--- config.mk ---
export PLATFORM = sky130hd
export DESIGN_NAME = hdlc_rx_deframer
export DESIGN_NICKNAME = d
export VERILOG_FILES = /design/src/rtl/hdlc_rx_pkg.sv /design/src/rtl/hdlc_rx_linedec.sv /design/src/rtl/hdlc_rx_fcs.sv /design/src/rtl/hdlc_rx_deframer.sv
export SDC_FILE = /design/constraint.sdc
export NUM_CORES = 1
export LEC_CHECK = 0
export BUFFER_PORTS_ARGS = -buffer_cell sky130_fd_sc_hd__buf_2
export CORE_UTILIZATION = 50
export CTS_CLUSTER_SIZE = 10
export DETAILED_ROUTE_END_ITERATION = 10
export GPL_TIMING_DRIVEN = 0
export PLACE_DENSITY = 0.7
export RECOVER_POWER = 100
export SLEW_MARGIN = 20
export SYNTH_ARGS = -nofsm -noshare
export SYNTH_HDL_FRONTEND = slang
export SYNTH_SLANG_ARGS = --single-unit
--- constraint.sdc ---
create_clock -name clk -period 2.08 [get_ports clk]
set_clock_uncertainty 0.05 [all_clocks]
set_input_delay 0.312 -clock clk [delete_from_list [all_inputs] [get_ports clk]]
set_output_delay 0.312 -clock clk [all_outputs]
set_load 0.03 [all_outputs]
--- src/rtl/hdlc_rx_pkg.sv ---
package hdlc_rx_pkg;
   typedef enum logic [1:0] {
      EOM_GOOD  = 2'b00,
      EOM_ERR   = 2'b01,
      EOM_ABORT = 2'b10,
      EOM_PART  = 2'b11
   } eom_code_t;

   typedef enum logic {
      ST_HUNT,
      ST_FRAME
   } rx_state_t;
endpackage

--- src/rtl/hdlc_rx_linedec.sv ---
// Line decoder: run-of-ones tracking, flag/abort detection, zero removal,
// and a delay line that keeps flag bits away from the byte packer.
module hdlc_rx_linedec #(
   parameter int RUN_FLAG = 6
) (
   input  logic clk,
   input  logic rst,
   input  logic bit_vld,
   input  logic bit_in,
   output logic dat_vld,
   output logic dat_bit,
   output logic flag_hit,
   output logic run_abort
);
   localparam int DLY = RUN_FLAG + 1;
   localparam int OW  = $clog2(RUN_FLAG + 2);
   localparam int FW  = $clog2(DLY + 1);
   localparam logic [OW-1:0] ONES_FLAG  = OW'(RUN_FLAG);
   localparam logic [OW-1:0] ONES_STUFF = OW'(RUN_FLAG - 1);
   localparam logic [OW-1:0] ONES_SAT   = OW'(RUN_FLAG + 1);
   localparam logic [FW-1:0] FILL_FULL  = FW'(DLY);

   if (RUN_FLAG < 2) begin : g_bad_run
      $error("RUN_FLAG must be at least 2");
   end

   logic [OW-1:0]  ones;
   logic [DLY-1:0] dl;
   logic [FW-1:0]  fill;
   logic           stuff;
   logic           push;

   always_comb begin
      flag_hit  = bit_vld && !bit_in && (ones == ONES_FLAG);
      run_abort = bit_vld &&  bit_in && (ones == ONES_FLAG);
      stuff     = bit_vld && !bit_in && (ones == ONES_STUFF);
      push      = bit_vld && !flag_hit && !run_abort && !stuff;
      dat_vld   = push && (fill == FILL_FULL);
      dat_bit   = dl[DLY-1];
   end

   always_ff @(posedge clk) begin
      if (rst) begin
         ones <= '0;
         dl   <= '0;
         fill <= '0;
      end else if (bit_vld) begin
         if (!bit_in)
            ones <= '0;
         else if (ones != ONES_SAT)
            ones <= ones + 1'b1;
         if (flag_hit || run_abort)
            fill <= '0;
         else if (push) begin
            dl <= {dl[DLY-2:0], bit_in};
            if (fill != FILL_FULL)
               fill <= fill + 1'b1;
         end
      end
   end

   // an inserted zero never enters the delay line
   a_r4_stuff_dropped: assert property (@(posedge clk) disable iff (rst)
      (bit_vld && !bit_in && ones == ONES_STUFF) |=> (fill == $past(fill)));
endmodule

--- src/rtl/hdlc_rx_fcs.sv ---
// Bit-serial reflected CRC with residue compare.
module hdlc_rx_fcs #(
   parameter int          W       = 16,
   parameter logic [W-1:0] POLY    = 16'h8408,
   parameter logic [W-1:0] PRESET  = 16'hFFFF,
   parameter logic [W-1:0] RESIDUE = 16'hF0B8
) (
   input  logic clk,
   input  logic rst,
   input  logic init,
   input  logic upd,
   input  logic din,
   output logic match
);
   logic [W-1:0] crc;

   always_ff @(posedge clk) begin
      if (rst || init)
         crc <= PRESET;
      else if (upd)
         crc <= (crc >> 1) ^ ({W{crc[0] ^ din}} & POLY);
   end

   assign match = (crc == RESIDUE);
endmodule

--- src/rtl/hdlc_rx_deframer.sv ---
module hdlc_rx_deframer
   import hdlc_rx_pkg::*;
#(
   parameter int DATA_W     = 8,
   parameter int RAW_NARROW = 6,
   parameter int RAW_BLOCK  = 4,
   parameter int FCS_W      = 16,
   parameter bit BUILD_FCS  = 1'b1
) (
   input  logic              clk,
   input  logic              rst,
   input  logic [1:0]        mode,
   input  logic              fcs_en,
   input  logic              bit_vld,
   input  logic              bit_in,
   output logic              wr_en,
   output logic [DATA_W-1:0] wr_data,
   output logic              eom_vld,
   output logic [1:0]        eom_code
);
   localparam int TRAIL = FCS_W / 8;
   localparam int BCW   = $clog2(DATA_W);
   localparam int NBW   = $clog2(TRAIL + 1);
   localparam int RBW   = $clog2(RAW_BLOCK + 1);
   localparam int SHIFT = DATA_W - RAW_NARROW;
   localparam logic [BCW-1:0] LAST_W  = BCW'(DATA_W - 1);
   localparam logic [BCW-1:0] LAST_N  = BCW'(RAW_NARROW - 1);
   localparam logic [NBW-1:0] TRAIL_C = NBW'(TRAIL);
   localparam logic [RBW-1:0] RB_LAST = RBW'(RAW_BLOCK - 1);

   if (DATA_W != 8) begin : g_bad_width
      $error("DATA_W must be 8");
   end
   if (RAW_NARROW < 1 || RAW_NARROW > DATA_W) begin : g_bad_narrow
      $error("RAW_NARROW out of range");
   end
   if (RAW_BLOCK < 1) begin : g_bad_block
      $error("RAW_BLOCK must be positive");
   end
   if (FCS_W % 8 != 0 || FCS_W < 8) begin : g_bad_fcs
      $error("FCS_W must be a multiple of 8");
   end

   logic dat_vld, dat_bit, flag_hit, run_abort, crc_match;

   hdlc_rx_linedec #(.RUN_FLAG(6)) i_linedec (
      .clk(clk), .rst(rst), .bit_vld(bit_vld), .bit_in(bit_in),
      .dat_vld(dat_vld), .dat_bit(dat_bit),
      .flag_hit(flag_hit), .run_abort(run_abort)
   );

   rx_state_t          st;
   logic [DATA_W-1:0]  sr;
   logic [BCW-1:0]     bitcnt;
   logic [NBW-1:0]     nbytes;
   logic [NBW-1:0]     hcnt;
   logic [DATA_W-1:0]  hold [TRAIL];
   logic [RBW-1:0]     rawcnt;
   logic               raw, narrow, pbit, crc_ok;
   logic [BCW-1:0]     last_idx;
   logic [DATA_W-1:0]  nxt;

   always_comb begin
      raw      = (mode != 2'b00);
      narrow   = mode[1];
      pbit     = raw ? bit_in : dat_bit;
      nxt      = {pbit, sr[DATA_W-1:1]};
      last_idx = (raw && narrow) ? LAST_N : LAST_W;
   end

   if (BUILD_FCS) begin : g_fcs
      hdlc_rx_fcs #(.W(16)) i_fcs (
         .clk(clk), .rst(rst),
         .init(flag_hit),
         .upd(!raw && dat_vld && st == ST_FRAME),
         .din(dat_bit),
         .match(crc_match)
      );
   end else begin : g_no_fcs
      assign crc_match = 1'b1;
   end

   assign crc_ok = crc_match || !fcs_en;

   always_ff @(posedge clk) begin
      if (rst) begin
         st       <= ST_HUNT;
         sr       <= '0;
         bitcnt   <= '0;
         nbytes   <= '0;
         hcnt     <= '0;
         rawcnt   <= '0;
         wr_en    <= 1'b0;
         wr_data  <= '0;
         eom_vld  <= 1'b0;
         eom_code <= EOM_GOOD;
         for (int i = 0; i < TRAIL; i++) hold[i] <= '0;
      end else begin
         wr_en   <= 1'b0;
         eom_vld <= 1'b0;
         if (raw) begin
            if (bit_vld) begin
               sr <= nxt;
               if (bitcnt == last_idx) begin
                  bitcnt  <= '0;
                  wr_en   <= 1'b1;
                  wr_data <= narrow ? (nxt >> SHIFT) : nxt;
                  if (rawcnt == RB_LAST) begin
                     rawcnt   <= '0;
                     eom_vld  <= 1'b1;
                     eom_code <= EOM_PART;
                  end else begin
                     rawcnt <= rawcnt + 1'b1;
                  end
               end else begin
                  bitcnt <= bitcnt + 1'b1;
               end
            end
         end else if (flag_hit) begin
            if (st == ST_FRAME && nbytes == TRAIL_C) begin
               eom_vld <= 1'b1;
               if (bitcnt != '0 || !crc_ok)
                  eom_code <= EOM_ERR;
               else
                  eom_code <= EOM_GOOD;
            end
            st     <= ST_FRAME;
            bitcnt <= '0;
            nbytes <= '0;
            hcnt   <= '0;
         end else if (st == ST_FRAME) begin
            if (run_abort) begin
               if (nbytes != '0 || bitcnt != '0) begin
                  eom_vld  <= 1'b1;
                  eom_code <= EOM_ABORT;
               end
               st <= ST_HUNT;
            end else if (dat_vld) begin
               sr <= nxt;
               if (bitcnt == LAST_W) begin
                  bitcnt <= '0;
                  if (nbytes != TRAIL_C) nbytes <= nbytes + 1'b1;
                  if (hcnt == TRAIL_C) begin
                     wr_en   <= 1'b1;
                     wr_data <= hold[0];
                     for (int i = 0; i < TRAIL - 1; i++) hold[i] <= hold[i+1];
                     hold[TRAIL-1] <= nxt;
                  end else begin
                     for (int i = 0; i < TRAIL; i++)
                        if (NBW'(i) == hcnt) hold[i] <= nxt;
                     hcnt <= hcnt + 1'b1;
                  end
               end else begin
                  bitcnt <= bitcnt + 1'b1;
               end
            end
         end
      end
   end

   // events and writes last one cycle
   a_r11_eom_pulse: assert property (@(posedge clk) disable iff (rst)
      eom_vld |=> !eom_vld);
   a_r11_wr_pulse: assert property (@(posedge clk) disable iff (rst)
      wr_en |=> !wr_en);
   // raw modes only ever report partial
   a_r9_raw_partial: assert property (@(posedge clk) disable iff (rst)
      (eom_vld && raw) |-> (eom_code == EOM_PART));
   // framed mode never reports partial
   a_r3_framed_no_partial: assert property (@(posedge clk) disable iff (rst)
      (eom_vld && !raw) |-> (eom_code != EOM_PART));
   // while hunting, framed mode produces nothing
   a_r8_hunt_silent: assert property (@(posedge clk) disable iff (rst)
      (!raw && st == ST_HUNT) |=> (!wr_en && !eom_vld));
   // narrow raw words leave the upper bits clear
   a_r10_narrow_upper: assert property (@(posedge clk) disable iff (rst)
      (wr_en && $past(raw && narrow)) |-> (wr_data[DATA_W-1:RAW_NARROW] == '0));
endmodule

==> metrics, run 1 <==
status=complete, no violations; Crit-path slowest cell=dfxtp_2; launching point of the worst reg2reg path=i_linedec.fill[0]; r2r setup slk=0.07 ns; crit-path cells=ha_1 -> ha_2 -> and2_4 -> and4_4 -> a41oi_4 -> buf_6 -> mux2i_2 -> nor2_1; Post-Syn Area=0.00348 mm^2; Seq/Total Area, Yosys=0.477; post-synth cell types=51; H-tree levels=3; Initial Util=0.516; initial antenna violation count=0; Hold Path Cell Cnt=3; Detail Placement HPWL=5.18 mm; Layout Area Growth over Synthesis=14.6%; Post-route DRC=0; HP Class=in -> reg; sequential power share=0.549; fraction of layout cells with a size suffix above 1=0.152; cell taking the most area after synthesis=dfxtp_1; synthesis-stage register bit count=75; worst skew pair latency=0.35 ns; capturing point of the worst reg2reg path=wr_data[0]; Max-slew headroom=0.605; diode count=0; GRT Total Usage=0.217; top_reg_cell synth=dfxtp_1; CTS tree=yes; Hold Startpoint=fcs_en; largest net degree at the start of global routing=14; Post-Syn Instances=371; global-route wire length before repair=12.3 mm; Tmin final=2.01 ns; routed wire length=7.28 mm; Synth top area share=0.339; Avg Cell Area, Syn=9.39 um^2; sw power=0.655 mW; root buf cell=clkbuf_8; Least-Margin Pin Slew=0.593 ns; Hold Path Sink=eom_code[0]; Max Fclk=498 MHz; GP Congestion=0.825; sum of buffers and inverters on the critical path=1; # IOs=19; chip height=85.5 um; Core Box Area=0.00676 mm^2; placed cells=468; EDFF count, synth=16; final setup violation count=0; Clock Power Share=0.397; Via Count=2693; 1st-iter DRT viols=150; crit path DAT=2.18 ns; Total Power=2.77 mW; Synth area leaders=dfxtp_1 (34%), edfxtp_1 (14%), mux2i_1 (6.9%); Worst-path clk slew=0.08 ns; vias per inst=5.51; number of global-route vias before repair=2688; RSZ-0062 raised after global routing=yes; Max Buffers Root-to-Sink=2; clock buffer count from CTS=9; Worst path max stage delay=0.33 ns; Internal=2.12 mW; hold bufs inserted after CTS=0; Leakage=1.65 nW; die area=0.00731 mm^2; final worst-path cycle share=0.966; WP data required=2.25 ns; gr ovfl total=0; fin cells=489; Initial DRT Pass Iterations=4; Pwr Density=694 mW/mm^2; R2R depth=8; Mapped Nets=393; clock sinks=75; CP Capture Type=flip-flop; Fillers=606; Yosys warnings=0; Hold Violations, Final=0; pins over their slew limit=0; critical path startpoint category=flip-flop; Setup CP Type=reg -> reg; Worst IR Drop VDD=0.000322 V; CP top delay family=simple AND/OR/NAND/NOR gates; # port buffers=17; nets=426; sw frac=0.236; share of total power in combinational logic=0.054; antenna viol nets, final=0; worst-path fanout max=5; share of flip-flops with an asynchronous set or reset=0; Final Util=0.591; DIE WIDTH=85.5 um; routed len/inst=14.9 um; Max Cap Viol=0; Rows=30
==> layout by cell type, fill, tap and decap left out, drive strengths merged, types with 2 or more instances in the layout <==
| cell type | count |
|---|---|
| nand3 | 16 |
| o211ai | 3 |
| a31oi | 3 |
| clkinv | 3 |
| a21oi | 21 |
| and4b | 2 |
| ha | 15 |
| inv | 11 |
| or3 | 2 |
| buf | 20 |
| nand2 | 63 |
| and4 | 2 |
| mux2 | 2 |
| nor3 | 5 |
| nor2 | 27 |
| xor2 | 3 |
| nand3b | 5 |
| a21boi | 2 |
| clkbuf | 33 |
| and3 | 2 |
| and2 | 10 |
| a22o | 10 |
| o21bai | 2 |
| o21a | 2 |
| nor2b | 6 |
| o21ai | 15 |
| edfxtp | 16 |
| nand4 | 3 |
| dfxtp | 59 |
| mux2i | 24 |
| nand2b | 5 |
==> worst max path at each step <==
stage | startpoint | slack (ns) | to | cells past startpoint
2_1_floorplan | i_linedec.ones[0] | -0.04 | hold[0][0] | 7
3_3_place_gp | i_linedec.ones[0] | -0.34 | hold[0][10] | 7
3_5_place_dp | i_linedec.ones[0] | -0.36 | hold[0][10] | 7
4_1_cts | i_linedec.ones[1] | 0.004 | hcnt[0] | 8
5_1_grt | i_linedec.ones[1] | -0.02 | hold[0][15] | 6
6_report | i_linedec.fill[0] | 0.07 | wr_data[0] | 8
==> logic make-up (layout without fill, tap and decap cells) <==
group | count (synthesis) | after routing | synth area share
adders and majority gates | 15 | 15 | 0.0539
muxes | 26 | 26 | 0.0754
AOI/OAI and AO/OA | 67 | 67 | 0.131
xor gates and xnor gates | 4 | 4 | 0.0101
buffers and inverters | 31 | 69 | 0.0395
DFF | 75 | 75 | 0.477
and+or+nand+nor | 153 | 153 | 0.214
==> cells in the mapped netlist (6+ instances only) <==
| cell | n |
|---|---|
| nor2_1 | 27 |
| mux2i_1 | 24 |
| nand3_1 | 16 |
| a22o_1 | 10 |
| a21oi_1 | 20 |
| inv_1 | 10 |
| nand2_1 | 62 |
| o21ai_0 | 15 |
| and2_1 | 10 |
| clkbuf_1 | 12 |
| dfxtp_1 | 59 |
| nor2b_1 | 6 |
| edfxtp_1 | 16 |
| ha_1 | 15 |
==> registers in the layout, summed over array words and instances (netlist names), 3 cells and up <==
| signal | flops |
|---|---|
| i_linedec.dl | 7 |
| i_linedec.fill | 3 |
| hold | 16 |
| sr | 7 |
| wr_data | 8 |
| i_linedec.ones | 3 |
| g_fcs.i_fcs.crc | 16 |
| bitcnt | 3 |
| rawcnt | 3 |
==> per-layer routing <==
metal	GRT usage	vias up	share of wire
met3	0.0409	11	0.033
met2	0.375	35	0.50
met5	0	-	0
li1	-	1358	-
met1	0.256	1289	0.45
met4	0.117	0	0.012
==> worst reg2reg max path: cells and delay by family, from the launching register on <==
kind	cells	cell delay (ns)
buf+inv	1	0.17
fa+ha+maj	2	0.40
mux	1	0.22
flops	1	0.33
simple gates	3	0.44
compound gates	1	0.28
==> power groups by stage <==
stage          Sequential [mW]  Clock, mW  Combinational (mW)
5_1_grt                   1.53       1.18               0.168
6_report                  1.52       1.10               0.150
4_1_cts                   1.52       1.12               0.145
3_3_place_gp              1.56          0               0.138
3_5_place_dp              1.56          0               0.141
2_1_floorplan             1.55          0               0.102
==> area by class of cell <==
class / instances / area, um^2 / share of cell area
clock buffers: 10 / 128 / 0.0320
repair buffers: 26 / 141 / 0.0354
plain buffers: 17 / 86.3 / 0.0216
clock inverters: 6 / 65.1 / 0.0163
inverters: 10 / 37.5 / 0.00940
well taps: 80 / 100 / 0.0251
multi-input cells: 265 / 1760 / 0.442
flip-flops and latches: 75 / 1670 / 0.419
==> stage by stage <==
step                      hold slack (ns)  setup WS, ns  setup TNS, ns  cell area [um^2]
after floorplan                     0.377       -0.0409         -0.654              3480
after global placement              0.388        -0.342          -8.74              3670
after detailed placement            0.394        -0.362         -11.44              3670
after CTS                           0.262       0.00440              0              3930
after global routing                0.261       -0.0179         -0.147              3990
final                               0.267        0.0708              0              3990
==> what timing repair did <==
action                                  4_1_cts  5_1_grt
setup buffers                                 4        4
cloned                                        1        0
gates resized for setup                      12       19
pin swaps                                     4        5
endpoints found under the setup margin       55       53
Power figures use the tool's default switching activity.
==> run 2: changes to the inputs <==
- PLACE_DENSITY: 0.7 -> 0.82
==> metrics, run 2 (same netlist as run 1, synthesis figures left out) <==
status=finished, violations left; failing checks=setup timing; most frequent cells in the layout=nand2_1 (62), dfxtp_1 (55), nor2_1 (25); GR peak layer=met2; number of global-route vias before repair=2679 (-0.33%); diode count=0 (unchanged); vias per inst=5.80 (+5.2%); Fillers=550 (-9.2%); pins over their slew limit=0 (unchanged); Detail Placement HPWL=5.05 mm (-2.4%); WP depth=9 (+1); Worst-path clk slew=0.08 ns (about the same); Pwr Density=659 mW/mm^2 (-5.1%); Worst IR Drop VDD=0.000444 V (+38%); worst-path fanout max=4 (-1); Max-slew headroom=0.584 (-0.0201); Tmin final=2.08 ns (+0.0741 ns); Total Power=2.65 mW (-4.5%); met3 track demand over resource=0.0574 (+0.0165); critical path startpoint category=flip-flop; routed len/inst=15.9 um (+6.6%); WP data required=2.26 ns (about the same); Least-Margin Pin Slew=0.623 ns (+0.0302 ns); fin area=0.00402 mm^2 (+0.63%); fraction of layout cells with a size suffix above 1=0.154 (+0.00207); r2r setup slk=-0.003 ns (-0.07 ns); Core Box Area=0.00676 mm^2 (unchanged); Max Fclk=480 MHz (-3.6%); antenna viol nets, final=0 (unchanged); most common cell after layout, fill and taps aside=nand2_1; largest net degree at the start of global routing=13 (-1); Via Count=2840 (+5.5%); Leakage=1.63 nW (-0.86%); initial antenna violation count=0 (unchanged); GRT Total Usage=0.218 (+0.000828); 1st-iter DRT viols=178 (+19%); crit path DAT=2.27 ns (+0.09 ns); clock buffer count from CTS=9 (unchanged); Setup CP Type=reg -> reg; placed inst area=0.00367 mm^2 (unchanged); CP Capture Type=flip-flop; nets=427 (+0.23%); Max Buffers Root-to-Sink=2 (unchanged); die area=0.00731 mm^2 (unchanged); Rows=30 (unchanged); worst skew pair latency=0.34 ns (about the same); biggest regs=g_fcs.i_fcs.crc (16), hold (16), wr_data (8); chip height=85.5 um (unchanged); GR Util met2=0.361 (-0.0131); R2R depth=9 (+1); Worst path max stage delay=0.37 ns (+0.04 ns); GR Layer Usage met1=0.268 (+0.0123); hold bufs inserted after CTS=0 (unchanged); global-route wire length before repair=12.3 mm (unchanged); clock sinks=75 (unchanged); Layout Area Growth over Synthesis=15.3%; final setup violation count=1 (+1); Initial DRT Pass Iterations=5 (+1); worst setup margin=-0.00334 ns (-0.0741 ns); # port buffers=17 (unchanged); setup_tns=-0.00334 ns (-0.00334 ns); CTS tree=yes; # IOs=19 (unchanged); gr ovfl total=0 (unchanged); worst hold margin=0.283 ns (+0.0165 ns); DIE WIDTH=85.5 um (unchanged); crit-path cells=inv_1 -> ha_2 -> nand3b_1 -> buf_6 -> buf_4 -> nand4_1 -> o21ai_0 -> o21ai_1 -> mux2_2; HP Class=in -> reg; final worst-path cycle share=1.00 (+0.0356); capturing point of the worst reg2reg path=nbytes[0]; GP Congestion=0.832 (+0.87%); Crit-path slowest cell=dfxtp_4; launching point of the worst reg2reg path=i_linedec.ones[1]; H-tree levels=3 (unchanged); Max Cap Viol=0 (unchanged); Post-route DRC=0 (unchanged); sum of buffers and inverters on the critical path=3 (+2); crit path launch=i_linedec.ones[1]; Initial Util=0.516 (unchanged); routed wire length=7.78 mm (+6.8%); Hold Violations, Final=0 (unchanged); CP top delay family=compound AO/OA/AOI/OAI gates; root buf cell=clkbuf_8; CP Capture Point=nbytes[0]
-- run 2: changes by cell type in the layout (fill, tap and decap cells not counted), sizes merged --
cell,before,now
clkinv,3,1
buf,20,23
bufinv,1,0
inv,11,10
clkinvlp,1,3
-- run 2: power by group --
part	internal, mW	switching (mW)
sequential	1.51	0.0205
clock	0.432	0.524
combinational	0.0623	0.103
-- run 2: metal layers --
| layer | routed length [um] | vias up |
|---|---|---|
| met5 | 0 | - |
| met2 | 3840 | 88 |
| met3 | 424 | 22 |
| met1 | 3320 | 1365 |
| li1 | - | 1365 |
| met4 | 192 | 0 |
-- run 2: layout make-up --
| class | instances | area (um^2) | share of cell area |
|---|---|---|---|
| well taps | 80 | 100 | 0.0249 |
| clock buffers | 12 | 135 | 0.0336 |
| repair buffers | 26 | 143 | 0.0355 |
| clock inverters | 4 | 27.5 | 0.00685 |
| multi-input cells | 265 | 1810 | 0.450 |
| inverters | 10 | 37.5 | 0.00934 |
| flip-flops and latches | 75 | 1670 | 0.416 |
| plain buffers | 18 | 96.3 | 0.0240 |
-- run 2: through the flow --
step                utilization  cells  setup WS [ns]
floorplan                     -    371        -0.0409
global placement          0.543    468         -0.332
detailed placement        0.543    468         -0.424
CTS                       0.586    490         0.0212
global route              0.595    490         -0.106
finish                    0.595    490       -0.00334
-- run 2: worst min-delay path by stage --
stage	start	slack, ns	end	cells after the start
after floorplan	rawcnt[2]	0.38	rawcnt[2]	2
after global placement	rawcnt[2]	0.39	rawcnt[2]	2
after detailed placement	wr_data[7]	0.40	wr_data[7]	2
after CTS	fcs_en	0.28	eom_code[0]	3
after global routing	fcs_en	0.30	eom_code[0]	3
final	fcs_en	0.28	eom_code[0]	3
-- run 2: worst min-delay path: stages --
cell and delay (ns):
buf_2 0.10, a31oi_1 0.12, o32ai_1 0.10
-- run 2: repair_timing --
action                     4_1_cts  5_1_grt
pin swaps                        3        9
gates resized for setup         18       22
buffers inserted                 6        2
setup endpoints to repair       56       61
gates cloned                     1        0
